## config.mk

```make
export PLATFORM = sky130hd
export DESIGN_NAME = dma_req_recog
export DESIGN_NICKNAME = d
export VERILOG_FILES = /design/src/rtl/dma_req_recog_pkg.sv /design/src/rtl/dreq_sync.sv /design/src/rtl/dreq_beat_ctr.sv /design/src/rtl/dma_req_recog.sv
export SDC_FILE = /design/constraint.sdc
export NUM_CORES = 1
export LEC_CHECK = 0
export BUFFER_PORTS_ARGS = -buffer_cell sky130_fd_sc_hd__buf_4
export CAP_MARGIN = 40
export CORE_AREA = 2 2 39 41
export CTS_CLUSTER_SIZE = 14
export DETAILED_ROUTE_END_ITERATION = 16
export DIE_AREA = 0 0 41 43
export GPL_TIMING_DRIVEN = 0
export PLACE_DENSITY_LB_ADDON = 0.15
export SETUP_SLACK_MARGIN = 0.05
export SLEW_MARGIN = 5
export SYNTH_ARGS = -nofsm -noshare
export SYNTH_HDL_FRONTEND = slang
export SYNTH_SLANG_ARGS = --single-unit
```

## constraint.sdc

```tcl
create_clock -name clk -period 1.11 [get_ports clk]
set_clock_uncertainty 0.05 [all_clocks]
set_input_delay 0.222 -clock clk [delete_from_list [all_inputs] [get_ports clk]]
set_output_delay 0.222 -clock clk [all_outputs]
set_load 0.05 [all_outputs]
```

## src/rtl/dma_req_recog_pkg.sv

```systemverilog
package dma_req_recog_pkg;

    typedef enum logic [1:0] {
        ST_IDLE   = 2'd0,
        ST_BUSREQ = 2'd1,
        ST_XFER   = 2'd2
    } recog_state_e;

    typedef struct packed {
        recog_state_e st;
        logic         pend;
    } recog_ctl_t;

endpackage

```

## src/rtl/dreq_sync.sv

```systemverilog
module dreq_sync #(
    parameter int STAGES = 2
) (
    input  logic clk,
    input  logic rst_n,
    input  logic req_n_i,
    output logic req_o,
    output logic edge_o
);
    // chain_q[STAGES-1] is the synchronized level, chain_q[STAGES] its previous value
    localparam int LAST = STAGES;

    logic [LAST:0] chain_d, chain_q;

    always_comb begin
        chain_d = {chain_q[LAST-1:0], ~req_n_i};
    end

    always_ff @(posedge clk or negedge rst_n) begin
        if (!rst_n) chain_q <= '0;
        else        chain_q <= chain_d;
    end

    assign req_o  = chain_q[LAST-1];
    assign edge_o = chain_q[LAST-1] & ~chain_q[LAST];

endmodule

```

## src/rtl/dreq_beat_ctr.sv

```systemverilog
module dreq_beat_ctr #(
    parameter int BEATS = 2
) (
    input  logic clk,
    input  logic rst_n,
    input  logic pack_i,
    input  logic step_i,
    input  logic clr_i,
    output logic last_o
);
    generate
        if (BEATS > 1) begin : g_multi
            localparam int W = $clog2(BEATS);
            localparam logic [W-1:0] TOP = W'(BEATS - 1);

            logic [W-1:0] cnt_d, cnt_q;

            always_comb begin
                cnt_d = cnt_q;
                if (clr_i)       cnt_d = '0;
                else if (step_i) cnt_d = last_o ? '0 : cnt_q + 1'b1;
            end

            always_ff @(posedge clk or negedge rst_n) begin
                if (!rst_n) cnt_q <= '0;
                else        cnt_q <= cnt_d;
            end

            assign last_o = !pack_i || (cnt_q == TOP);
        end else begin : g_single
            logic unused_in;
            assign unused_in = &{clk, rst_n, pack_i, step_i, clr_i};
            assign last_o = 1'b1;
        end
    endgenerate

endmodule

```

## src/rtl/dma_req_recog.sv

```systemverilog
module dma_req_recog
    import dma_req_recog_pkg::*;
#(
    parameter int SYNC_STAGES = 2,
    parameter int PACK_BEATS  = 2
) (
    input  logic clk,
    input  logic rst_n,
    input  logic mode_i,
    input  logic pack_i,
    input  logic dreq_n_i,
    input  logic sample_i,
    input  logic bus_grant_i,
    output logic bus_req_o,
    output logic ack_o
);
    logic req_lvl, req_edge, beat_last, pend_now;
    recog_ctl_t ctl_d, ctl_q;

    dreq_sync #(.STAGES(SYNC_STAGES)) u_sync (
        .clk     (clk),
        .rst_n   (rst_n),
        .req_n_i (dreq_n_i),
        .req_o   (req_lvl),
        .edge_o  (req_edge)
    );

    dreq_beat_ctr #(.BEATS(PACK_BEATS)) u_beat (
        .clk    (clk),
        .rst_n  (rst_n),
        .pack_i (pack_i),
        .step_i (ack_o && sample_i),
        .clr_i  (!ack_o),
        .last_o (beat_last)
    );

    always_comb begin
        ctl_d = ctl_q;
        unique case (ctl_q.st)
            ST_IDLE: begin
                ctl_d.pend = 1'b0;
                if (mode_i ? req_edge : req_lvl) ctl_d.st = ST_BUSREQ;
            end
            ST_BUSREQ: begin
                // edges here belong to the request already being served
                ctl_d.pend = 1'b0;
                if (bus_grant_i) ctl_d.st = ST_XFER;
            end
            ST_XFER: begin
                ctl_d.pend = mode_i & (ctl_q.pend | req_edge);
                if (sample_i && beat_last) begin
                    ctl_d.pend = 1'b0;
                    if (!(mode_i ? (ctl_q.pend | req_edge) : req_lvl))
                        ctl_d.st = ST_IDLE;
                end
            end
            default: begin
                ctl_d.st   = ST_IDLE;
                ctl_d.pend = 1'b0;
            end
        endcase
    end

    always_ff @(posedge clk or negedge rst_n) begin
        if (!rst_n) begin
            ctl_q.st   <= ST_IDLE;
            ctl_q.pend <= 1'b0;
        end else begin
            ctl_q <= ctl_d;
        end
    end

    assign bus_req_o = (ctl_q.st != ST_IDLE);
    assign ack_o     = (ctl_q.st == ST_XFER);
    assign pend_now  = ctl_q.pend;

endmodule

```

======== After elaboration in Yosys (flattened, before gate mapping) ========
Index checks and enable logic that the tools add are counted.
storage, ports and cells
  register bits ........................... 7
  latch bits .............................. 0
  memory bits (writable) .................. 0
  memory bits (read-only) ................. 0
  word-level logic and storage cells ...... 34
  memories kept ........................... 0
operators by class
  add/sub/neg operators ................... 1
  $mul .................................... 0
  div/mod/pow operators ................... 0
  magnitude comparators ................... 0
  equal/unequal tests ..................... 7
  shifts and indexed selects .............. 0
  muxes and demuxes ....................... 10
  bitwise operators ....................... 5
  reduce and logical (&&, ||, !) cells .... 7
operators by type and width
  operator               number
  $pmux W3 S3            1
  $mux W2                3
  $ne A2 B2 Y1 const B   3
  $mux W1                5
  $ne A2 B1 Y1 const B   2
  $reduce_and A4 Y1      1
  $mux W3                1
  $and A1 B1 Y1          2
  $eq A2 B1 Y1 const B   1
  $eq A2 B2 Y1 const B   1
  $logic_and A1 B1 Y1    2
  $logic_not A2 Y1       1
  $not A1 Y1             2
  $reduce_bool A2 Y1     1
  $add A1 B1 Y1 const B  1
  $logic_not A1 Y1       1
  $logic_or A1 B1 Y1     1
  $or A1 B1 Y1           1

======== Logic depth before layout (Yosys ltp) ========
Gate-level depths: netlist of run 1.
  depth in word-level cells ............... 7
  depth in mapped cells ................... 4
  depth with buffers taken out ............ 4

======== Hierarchy ========
From an unflattened synthesis of run 1, not the netlist that was laid out.
unflattened totals
  cells, all modules ...................... 29
  area, all modules ....................... 324.1 µm²
by module, submodules not included
  module         instances  cells an instance  area an instance (µm²)
  dma_req_recog  1          19                 177.7
  dreq_sync      1          5                  92.6
  dreq_beat_ctr  1          5                  53.8

======== Least setup slack after synthesis of run 1 ========
Ideal clock, no wire load.
  kind .................................... flip-flop to flip-flop
  from .................................... register ctl_q[1] in the netlist's numbering
  to ...................................... register ctl_q, in the netlist pend_now
  library setup time ...................... 0.072 ns
  arrival ................................. 1.067 ns
  path slack .............................. -0.078 ns
  stages on the path, launching flop included .. 5
  period minus slack after synthesis ...... 1.188 ns
  cell sequence ........................... dfrtp_1 > nand2b_1 > inv_1 > nand2_1 > nor2_1
RTL lines
  what                    line                 text
  from (decl)             dma_req_recog.sv:18  recog_ctl_t ctl_d, ctl_q;
  from (signal assigned)  dma_req_recog.sv:69  ctl_q <= ctl_d;

======== Final worst setup path of run 1 ========
  from .................................... register ctl_q[1] in the netlist's numbering
  to ...................................... output port bus_req_o
between the ends
  longest elaborated chain between the ends .. 1
RTL lines
  what                line                 text
  $reduce_bool A2 Y1  dma_req_recog.sv:73  assign bus_req_o = (ctl_q.st != ST_IDLE);
  to (decl)           dma_req_recog.sv:14  output logic bus_req_o,
Every way passes these cells.

==> out/metrics.csv, run 1 <==
metric,value,unit
multiInputGateArea,148,µm²
die_area,1760,µm²
grt_first_pass_wirelength,1170,µm
hold_viol_final,0,
synth_commonest_cells,"dfrtp_1 (7), inv_1 (3), nand2_1 (3)",
die_w,41,µm
seqCellArea,175,µm²
layout.nets,54,
clock_path_buffers,2,
hold_path.class,input port to register,
pwr-share-clk,19.8,%
finalWirelength,618,µm
synthTopCellsByArea,"dfrtp_1 (60%), a2111oi_2 (5.1%), nand2b_1 (4.3%)",
insertion_delay,0.25,ns
syn_avg_cell_area,10.8,µm²
fp.dieH,43,µm
relSlewSlack,82.9,%
synth_top_area_share,59.8,%
placeableCoreArea,1380,µm²
grtUsageTotal,10.9,%
p_int,0.737,mW
avgViaCountPerCell,4.23,
cp-start-kind,register,
finalCriticalPeriod,1.34,ns
antenna_left,0,
yosys.area.top_type,dfrtp_1,
power_switching,0.392,mW
antenna_found_initial,0,
initial_core_util,21.2,%
cts_buffers,3,
gp_congestion,0.610,
max_cap_violations,0,
end_kind,primary output,
path_class,register to primary output,
final_layout_size_suffix_gt1_share,58.7,%
htreeDepth,1,
worstPathRequired,0.84,ns
cts_tree,yes,
whs_endpoint,u_sync.chain_q[0]$_DFF_PN0_,
reg2reg_to,ctl_q[2]$_DFFE_PN0P_,
dp.cells,51,
syn-num-nets,34,
postLayoutSetupSlackWorst,-0.229,ns
vias,262,
synth_most_common_cell,dfrtp_1,
clkTransAtPathRegs,0.05,ns
fin_hold_ws,0.0673,ns
maxSlewViolCount,0,
finalNonFillerCells,62,
ys_warn_count,0,
status,finished with violations,
grt_pass1_vias,272,
leakage,0.239,nW
grt_max_degree,8,
totalPowerFinal,1.13,mW
ys.flop_type,dfrtp_1,
ir_worst_vdd,0.000666,V
r2r-start,u_sync.chain_q[1]$_DFF_PN0_,
pwr-share-seq,30.2,%
rr_worst_depth,2,
clock.fmax,747,MHz
hold_start,dreq_n_i,
finalCritPeriodShare,121,%
fillers,143,
final-setup-viol-count,2,
synth-edff-count,0,
clkSinkCount,7,
worstPathMaxFanout,5,
pwr-share-comb,50.0,%
r2r_slack,0.04,ns
hold_depth,2,
rsz0062_at_grt,yes,
post-place-ws,-0.0207,ns
synthCells,27,
critical_path_arrival,1.07,ns
post-route-drc-count,0,
area_growth,76.9,%
worst_pin_slew,0.257,ns
diodes,0,
drtIter0Drc,3,
violations,setup timing,
drtPass1Iterations,2,
rows,14,
wire_per_inst,9.97,µm
p_per_area,2180,nW/µm²
clockRootBuffer,clkbuf_4,
final_util,37.4,%
overflow,0,
yosysSeqAreaShare,59.8,%
synth_seq_cells,7,
swShare,34.7,%
synth_area,293,µm²
synth_cell_types,13,
ios,9,
async_reset_ff_share,100,%
portBuffers,8,
[final cells by class]
type | instances | share of cell area [%]
clock buffers | 4 | 5.07
inverters | 3 | 2.90
multi-input cells | 17 | 28.5
flip-flops and latches | 7 | 33.8
well taps | 16 | 3.86
repair buffers | 15 | 25.8
[state kept, by name, indices dropped and copies added, names as in the netlist]
name                  cells
u_beat.g_multi.cnt_q      1
pend_now                  1
u_sync.chain_q            3
ctl_q                     2
[per-layer routing]
| metal | global-route usage, % | part of all wire (%) |
|---|---|---|
| met5 | 0 | 0 |
| met4 | 8.00 | 0 |
| met3 | 7.85 | 4.7 |
| met2 | 13.8 | 55 |
| met1 | 12.0 | 40 |
[stage by stage]
step           area, µm²   TNS, ns
2_1_floorplan        307         0
3_3_place_gp         387  -0.00413
3_5_place_dp         387   -0.0207
4_1_cts              475    -0.461
5_1_grt              518    -0.590
6_report             518    -0.441
[cells by family (layout without fill, tap and decap cells)]
family                 Yosys count  in the layout  synth area share (%)
DFF                              7              7                  59.8
buffers and inverters            3             22                  3.85
muxes                            1              1                  3.42
AOI/OAI and AO/OA                4              4                  11.1
and+or+nand+nor                 12             12                  21.8
[worst max-delay path, stage by stage (launching register included)]
cell	delay, ns
dfrtp_1	0.41
or2_4	0.26
buf_8	0.15
[power by group through the flow]
stage                     combinational [mW]  sequential [mW]  clock, mW
final                                  0.565            0.341      0.223
after global placement                 0.353            0.342          0
after global routing                   0.608            0.350      0.258
after CTS                              0.509            0.337      0.240
after detailed placement               0.357            0.348          0
after floorplan                        0.267            0.338          0
[layout by cell type, fill, tap and decap left out]
| cell | Yosys | routed |
|---|---|---|
| clkbuf_1 | 0 | 1 |
| mux2i_1 | 1 | 1 |
| inv_1 | 3 | 2 |
| and2_4 | 0 | 1 |
| clkbuf_4 | 0 | 3 |
| buf_6 | 0 | 1 |
| nor2_1 | 2 | 1 |
| dfrtp_1 | 7 | 7 |
| nor2b_2 | 0 | 1 |
| buf_8 | 0 | 2 |
| a21oi_1 | 1 | 1 |
| o22ai_2 | 0 | 1 |
| dlygate4sd3_1 | 0 | 1 |
| nand3b_1 | 1 | 1 |
| nand2_2 | 0 | 2 |
| a2111oi_4 | 0 | 1 |
| nor2b_1 | 2 | 1 |
| nand2b_4 | 0 | 1 |
| or2_4 | 0 | 1 |
| buf_4 | 0 | 11 |
| nand2b_1 | 2 | 1 |
| nor2_2 | 0 | 1 |
| o22ai_1 | 2 | 1 |
| nand2_1 | 3 | 1 |
| clkinvlp_4 | 0 | 1 |
[repair_timing]
| item | in CTS | in global routing |
|---|---|---|
| setup endpoints to repair | 3 | 4 |
| endpoints found under the hold margin | 7 | 0 |
| resized for setup | 4 | 8 |
| hold buffers | 1 | 0 |
| buffers inserted | 5 | 1 |
| pin swaps | 3 | 1 |
[worst max path at each step]
| stage | slack, ns | startpoint | end | depth (start not counted) |
|---|---|---|---|---|
| 3_5_place_dp | -0.02 | ctl_q[2]$_DFFE_PN0P_ | bus_req_o | 2 |
| 2_1_floorplan | 0.006 | ctl_q[1]$_DFFE_PN0P_ | pend_now$_DFF_PN0_ | 4 |
| 5_1_grt | -0.30 | ctl_q[1]$_DFFE_PN0P_ | ack_o | 3 |
| 4_1_cts | -0.24 | ctl_q[1]$_DFFE_PN0P_ | bus_req_o | 2 |
| 3_3_place_gp | -0.004 | ctl_q[2]$_DFFE_PN0P_ | bus_req_o | 2 |
| 6_report | -0.23 | ctl_q[1]$_DFFE_PN0P_ | bus_req_o | 2 |
No activity file was read; power rests on OpenSTA's default activity.
==> run 2: changes to the inputs <==
--- a/config.mk
+++ b/config.mk
@@ -8,6 +8,7 @@
 export BUFFER_PORTS_ARGS = -buffer_cell sky130_fd_sc_hd__buf_4
 export CAP_MARGIN = 40
 export CORE_AREA = 2 2 39 41
+export CTS_BUF_LIST = sky130_fd_sc_hd__clkbuf_4 sky130_fd_sc_hd__clkbuf_8
 export CTS_CLUSTER_SIZE = 14
 export DETAILED_ROUTE_END_ITERATION = 16
 export DIE_AREA = 0 0 41 43
==> run 2 against run 1 <==
Against the previous run:
- the run still ends with setup timing left
- global-route usage unchanged
- critical path depth did not move
- final cell count did not move
- hold slack barely moved
- cell area up 1.7%
- flip-flop and latch count unchanged
- first-iteration DRC count is 67% higher
- via count unchanged
- total power grew 3.0%
- combinational power increased by 2%
- largest cell class unchanged
==> out/metrics.csv, run 2 (synthesis results as in run 1) <==
metric,value,unit,change
avgViaCountPerCell,4.23,,unchanged
critical_path_arrival,1.07,ns,about the same
finalCriticalPeriod,1.34,ns,about the same
clock_path_buffers,2,,unchanged
grt_first_pass_wirelength,1170,µm,unchanged
overflow,0,,unchanged
layout.nets,54,,unchanged
gp_congestion,0.610,,unchanged
area_growth,79.9,%,was 76.9%
cts_tree,yes,,unchanged
diodes,0,,unchanged
cts_buffers,3,,unchanged
leakage,0.243,nW,was 0.239 nW
grtUsageTotal,10.9,%,unchanged
status,finished with violations,,unchanged
final-setup-viol-count,2,,unchanged
postLayoutSetupSlackWorst,-0.228,ns,was -0.229 ns
clockRootBuffer,clkbuf_4,,unchanged
largest_register_ffs,3,,unchanged
p_per_area,2210,nW/µm²,was 2180 nW/µm²
pwr-share-seq,29.3,%,was 30.2%
htreeDepth,1,,unchanged
violations,setup timing,,unchanged
vias,262,,unchanged
final_cell_mix,"buf_4 (11), dfrtp_1 (7), clkbuf_4 (4)",,"was buf_4 (11), dfrtp_1 (7), clkbuf_4 (3)"
worstPathRequired,0.84,ns,about the same
maxSlewViolCount,0,,unchanged
p_int,0.764,mW,was 0.737 mW
ir_worst_vdd,0.000666,V,about the same
fin_hold_ws,0.0674,ns,was 0.0673 ns
swShare,34.3,%,was 34.7%
relSlewSlack,83.0,%,was 82.9%
finalCritPeriodShare,121,%,about the same
worst_pin_slew,0.248,ns,was 0.257 ns
placeableCoreArea,1380,µm²,unchanged
finalNonFillerCells,62,,unchanged
finalWirelength,618,µm,unchanged
fp.dieH,43,µm,unchanged
post-route-drc-count,0,,unchanged
cp_cell_sequence,or2_4 -> buf_8,,unchanged
crit_family,flip-flops,,unchanged
dpl_cell_area,387,µm²,unchanged
design_area,527,µm²,was 518 µm²
totalPowerFinal,1.16,mW,was 1.13 mW
hold_viol_final,0,,unchanged
antenna_left,0,,unchanged
clkSinkCount,7,,unchanged
multiInputGateArea,153,µm²,was 148 µm²
cpPeakStageDelay,0.41,ns,about the same
cp-start-kind,register,,unchanged
seqCellArea,175,µm²,unchanged
portBuffers,8,,unchanged
worstPathMaxFanout,5,,unchanged
grt_pass1_vias,274,,was 272
pwr-share-clk,21.3,%,was 19.8%
top_register,u_sync.chain_q,,unchanged
die_w,41,µm,unchanged
ios,9,,unchanged
power_switching,0.399,mW,was 0.392 mW
drtIter0Drc,5,,was 3
antenna_found_initial,0,,unchanged
reg_top3,"u_sync.chain_q (3), ctl_q (2)",,unchanged
clock.fmax,747,MHz,about the same
fillers,142,,was 143
max_cap_violations,0,,unchanged
final_layout_size_suffix_gt1_share,60.9,%,was 58.7%
insertion_delay,0.25,ns,about the same
drtPass1Iterations,2,,unchanged
hold_path.class,input port to register,,unchanged
final_common_cell,buf_4,,unchanged
initial_core_util,21.2,%,unchanged
clkTransAtPathRegs,0.05,ns,about the same
die_area,1760,µm²,unchanged
end_kind,primary output,,unchanged
rows,14,,unchanged
crit_buf_inv,1,,unchanged
wire_per_inst,9.97,µm,unchanged
grt_max_degree,8,,unchanged
path_class,register to primary output,,unchanged
pwr-share-comb,49.4,%,was 50.0%
dp.cells,51,,unchanged
rsz0062_at_grt,yes,,unchanged
cp_slowest_cell,dfrtp_1,,unchanged
[run 2: final timing paths]
check	startpoint	to	slack [ns]	cells after the start
worst max-delay path	ctl_q[1]$_DFFE_PN0P_	bus_req_o	-0.23	2
worst min-delay path	dreq_n_i	u_sync.chain_q[0]$_DFF_PN0_	0.07	2
worst max register to register	u_sync.chain_q[1]$_DFF_PN0_	ctl_q[2]$_DFFE_PN0P_	0.04	2
worst min register to register	u_sync.chain_q[0]$_DFF_PN0_	u_sync.chain_q[1]$_DFF_PN0_	0.30	0
max in group asynchronous	rst_n	u_beat.g_multi.cnt_q$_DFFE_PN0P_	0.62	2
min in group asynchronous	rst_n	u_sync.chain_q[1]$_DFF_PN0_	0.27	2
[run 2: area by class of cell]
class / instances / share of cell area [%]
flip-flops and latches: 7 / 33.3
multi-input cells: 17 / 29.0
repair buffers: 15 / 25.4
clock buffers: 4 / 5.70
well taps: 16 / 3.80
inverters: 3 / 2.85
[run 2: through the flow]
step                utilization [%]  setup slack [ns]   TNS, ns
finish                         38.1            -0.228    -0.442
global route                   38.1            -0.298    -0.590
CTS                            34.6            -0.241    -0.461
detailed placement             27.9           -0.0207   -0.0207
global placement               27.9          -0.00413  -0.00413
floorplan                         -           0.00623         0
[run 2: metal layers]
metal	global-route usage, %	vias to the layer above	routed length (µm)
met2	13.8	5	340
met4	8.00	0	0
met5	0	-	0
met3	7.85	0	29
li1	-	128	-
met1	12.0	129	248
[run 2: power groups by stage]
stage / sequential [mW] / clock, mW / combinational [mW]
2_1_floorplan: 0.338 / 0 / 0.267
3_3_place_gp: 0.342 / 0 / 0.353
3_5_place_dp: 0.348 / 0 / 0.357
4_1_cts: 0.337 / 0.265 / 0.509
5_1_grt: 0.350 / 0.282 / 0.618
6_report: 0.341 / 0.248 / 0.575
[run 2: repair_timing]
item                                    4_1_cts  5_1_grt
hold buffers                                  1        0
gates resized for setup                       4        9
pin swaps                                     3        0
endpoints found under the hold margin         7        0
setup buffers                                 5        1
endpoints found under the setup margin        3        4
==> run 3: changes to the inputs <==
--- a/config.mk
+++ b/config.mk
@@ -5,6 +5,7 @@
 export SDC_FILE = /design/constraint.sdc
 export NUM_CORES = 1
 export LEC_CHECK = 0
+export ABC_AREA = 1
 export BUFFER_PORTS_ARGS = -buffer_cell sky130_fd_sc_hd__buf_4
 export CAP_MARGIN = 40
 export CORE_AREA = 2 2 39 41
@@ -15,7 +16,7 @@
 export GPL_TIMING_DRIVEN = 0
 export PLACE_DENSITY_LB_ADDON = 0.15
 export SETUP_SLACK_MARGIN = 0.05
-export SLEW_MARGIN = 5
+export SLEW_MARGIN = 20
 export SYNTH_ARGS = -nofsm -noshare
 export SYNTH_HDL_FRONTEND = slang
 export SYNTH_SLANG_ARGS = --single-unit
==> run 3 against run 2 <==
Against the previous run:
- die area is the same
- the flow still finishes with violations (setup timing)
- register-to-register slack lost 0.02 ns
- global-route usage shrank 1.1 points
- final cell count grew 16%
- clock power grew 4%
- sequential power grew 3%
- via count grew 9.9%
==> out/metrics.csv, run 3 <==
metric,value,unit,change
dp_hpwl,418,µm,
ir_worst_vdd,0.00118,V,was 0.000666 V
grt_first_pass_wirelength,1060,µm,was 1170 µm
cp_slowest_cell,dfrtp_1,,unchanged
cp-start-kind,register,,unchanged
post-route-drc-count,0,,unchanged
finalWirelength,687,µm,was 618 µm
yosysSeqAreaShare,55.3,%,was 59.8%
syn_avg_cell_area,8.56,µm²,was 10.8 µm²
gp_congestion,0.675,,was 0.610
async_reset_ff_share,100,%,unchanged
rows,14,,unchanged
synth_most_common_cell,nand2_1,,was dfrtp_1
drtPass1Iterations,1,,was 2
synth_area,317,µm²,was 293 µm²
violations,setup timing,,unchanged
synth_commonest_cells,"nand2_1 (9), inv_1 (8), dfrtp_1 (7), nand3_1 (3), nor2_1 (3)",,"was dfrtp_1 (7), inv_1 (3), nand2_1 (3)"
synthCells,37,,was 27
cpPeakStageDelay,0.42,ns,was 0.41 ns
cts_buffers,3,,unchanged
rsz0062_at_grt,yes,,unchanged
die_w,41,µm,unchanged
placeableCoreArea,1380,µm²,unchanged
clockRootBuffer,clkbuf_4,,unchanged
antenna_left,0,,unchanged
clkTransAtPathRegs,0.06,ns,was 0.05 ns
path_class,register to primary output,,unchanged
clock_path_buffers,2,,unchanged
final_cell_mix,"buf_4 (10), nand2_1 (8), inv_1 (8)",,"was buf_4 (11), dfrtp_1 (7), clkbuf_4 (4)"
initial_core_util,22.9,%,was 21.2%
cts_tree,yes,,unchanged
final_common_cell,buf_4,,unchanged
die_area,1760,µm²,unchanged
max_cap_violations,0,,unchanged
totalPowerFinal,1.35,mW,was 1.16 mW
fp.dieH,43,µm,unchanged
ys.flop_type,dfrtp_1,,unchanged
crit_buf_inv,2,,was 1
reg_top3,"u_sync.chain_q (3), ctl_q (2)",,unchanged
dp.cells,61,,was 51
synth-edff-count,0,,unchanged
clkSinkCount,7,,unchanged
wire_per_inst,9.54,µm,was 9.97 µm
insertion_delay,0.25,ns,about the same
grt_max_degree,8,,unchanged
hold_viol_final,0,,unchanged
ys_warn_count,0,,unchanged
p_per_area,2560,nW/µm²,was 2210 nW/µm²
drtIter0Drc,0,,was 5
worstPathRequired,0.84,ns,about the same
avgViaCountPerCell,4.00,,was 4.23
clock.fmax,767,MHz,was 747 MHz
seqCellArea,175,µm²,unchanged
fin_hold_ws,0.0580,ns,was 0.0674 ns
vias,288,,was 262
largest_register_ffs,3,,unchanged
synth_cell_types,11,,was 13
layout.nets,64,,was 54
overflow,0,,unchanged
maxSlewViolCount,0,,unchanged
grt_pass1_vias,270,,was 274
final_layout_size_suffix_gt1_share,48.2,%,was 60.9%
antenna_found_initial,0,,unchanged
portBuffers,8,,unchanged
crit_family,flip-flops,,unchanged
critical_path_arrival,1.03,ns,was 1.07 ns
syn-num-nets,44,,was 34
finalCriticalPeriod,1.30,ns,was 1.34 ns
leakage,0.269,nW,was 0.243 nW
diodes,0,,unchanged
status,finished with violations,,unchanged
synth_seq_cells,7,,unchanged
area_growth,66.4,%,was 79.9%
synthTopCellsByArea,"dfrtp_1 (55%), nand2_1 (11%), inv_1 (9.5%)",,"was dfrtp_1 (60%), a2111oi_2 (5.1%), nand2b_1 (4.3%)"
end_kind,primary output,,unchanged
postLayoutSetupSlackWorst,-0.193,ns,was -0.228 ns
synth_top_area_share,55.3,%,was 59.8%
design_area,527,µm²,unchanged
final-setup-viol-count,2,,unchanged
fillers,150,,was 142
yosys.area.top_type,dfrtp_1,,unchanged
worstPathMaxFanout,3,,was 5
htreeDepth,1,,unchanged
relSlewSlack,88.7,%,was 83.0%
multiInputGateArea,134,µm²,was 153 µm²
worst_pin_slew,0.169,ns,was 0.248 ns
finalCritPeriodShare,117,%,was 121%
hold_path.class,input port to register,,unchanged
finalNonFillerCells,72,,was 62
top_register,u_sync.chain_q,,unchanged
dpl_cell_area,397,µm²,was 387 µm²
grtUsageTotal,9.81,%,was 10.9%
ios,9,,unchanged
cp_cell_sequence,inv_2 -> nor2_4 -> buf_8,,was or2_4 -> buf_8
run 3: cell count changes in the layout (fill, tap and decap cells not counted), sizes merged, moves of 2 or more:
cell	change
nand2	+6
a21oi	+2
nand3	+3
o22ai	-2
nor2	+3
inv	+7
nor2b	-2
nand2b	-2
run 3: worst reg2reg max path, cell delays in order (launching register included):
cell and delay (ns):
dfrtp_1 0.42, buf_6 0.14, buf_4 0.13, nor2_4 0.08, nand2_1 0.07, nand2_2 0.06, a21oi_2 0.03
run 3: final cells by class:
type	count	area share, %
clock buffers	4	5.70
inverters	9	6.41
multi-input cells	21	25.4
flip-flops and latches	7	33.3
well taps	16	3.80
repair buffers	15	25.4
run 3: repair_timing:
item                                    in CTS  in global routing
gates resized for setup                      3                  8
hold endpoints to repair                     7                  0
endpoints found under the setup margin       2                  6
hold buffers                                 1                  0
buffers inserted                             6                  2
pin swaps                                    2                  3
run 3: per-layer routing:
metal  vias up  part of all wire, %  global-route usage [%]
met3         0                  8.7                    9.42
met5         -                    0                       0
li1        151                    -                       -
met1       127                   42                    10.2
met2        10                   49                    13.1
met4         0                    0                    4.00
run 3: power by group:
part	internal [mW]	leakage (nW)	switching, mW
logic	0.355	0.164	0.386
registers	0.304	0.0873	0.0461
clock network	0.162	0.0184	0.0970
total	0.821	0.269	0.529
run 3: path summary, 6_finish.rpt:
path                                             startpoint                          end  slack (ns)  depth (start not counted)
worst max-delay path                   ctl_q[2]$_DFFE_PN0P_                        ack_o       -0.19                          3
worst max register to register         ctl_q[2]$_DFFE_PN0P_         ctl_q[2]$_DFFE_PN0P_        0.02                          6
min in group asynchronous                             rst_n           pend_now$_DFF_PN0_        0.26                          2
worst min-delay path                               dreq_n_i  u_sync.chain_q[0]$_DFF_PN0_        0.06                          2
worst min register to register  u_sync.chain_q[0]$_DFF_PN0_  u_sync.chain_q[1]$_DFF_PN0_        0.30                          0
max in group asynchronous                             rst_n         ctl_q[1]$_DFFE_PN0P_        0.62                          2
run 3: stage by stage:
step / worst slack (ns) / TNS [ns] / util, %
after detailed placement: 0.0414 / 0 / 28.7
after floorplan: 0.0191 / 0 / -
after CTS: -0.193 / -0.654 / 35.5
final: -0.193 / -0.362 / 38.1
after global placement: 0.0396 / 0 / 28.7
after global routing: -0.238 / -0.535 / 38.1
run 3: kinds of logic after synthesis:
logic type	count (synthesis)	share of synthesized area [%]
AO/OA/AOI/OAI	4	9.49
buffers and inverters	9	10.7
AND/OR/NAND/NOR	17	24.5
flip-flops	7	55.3
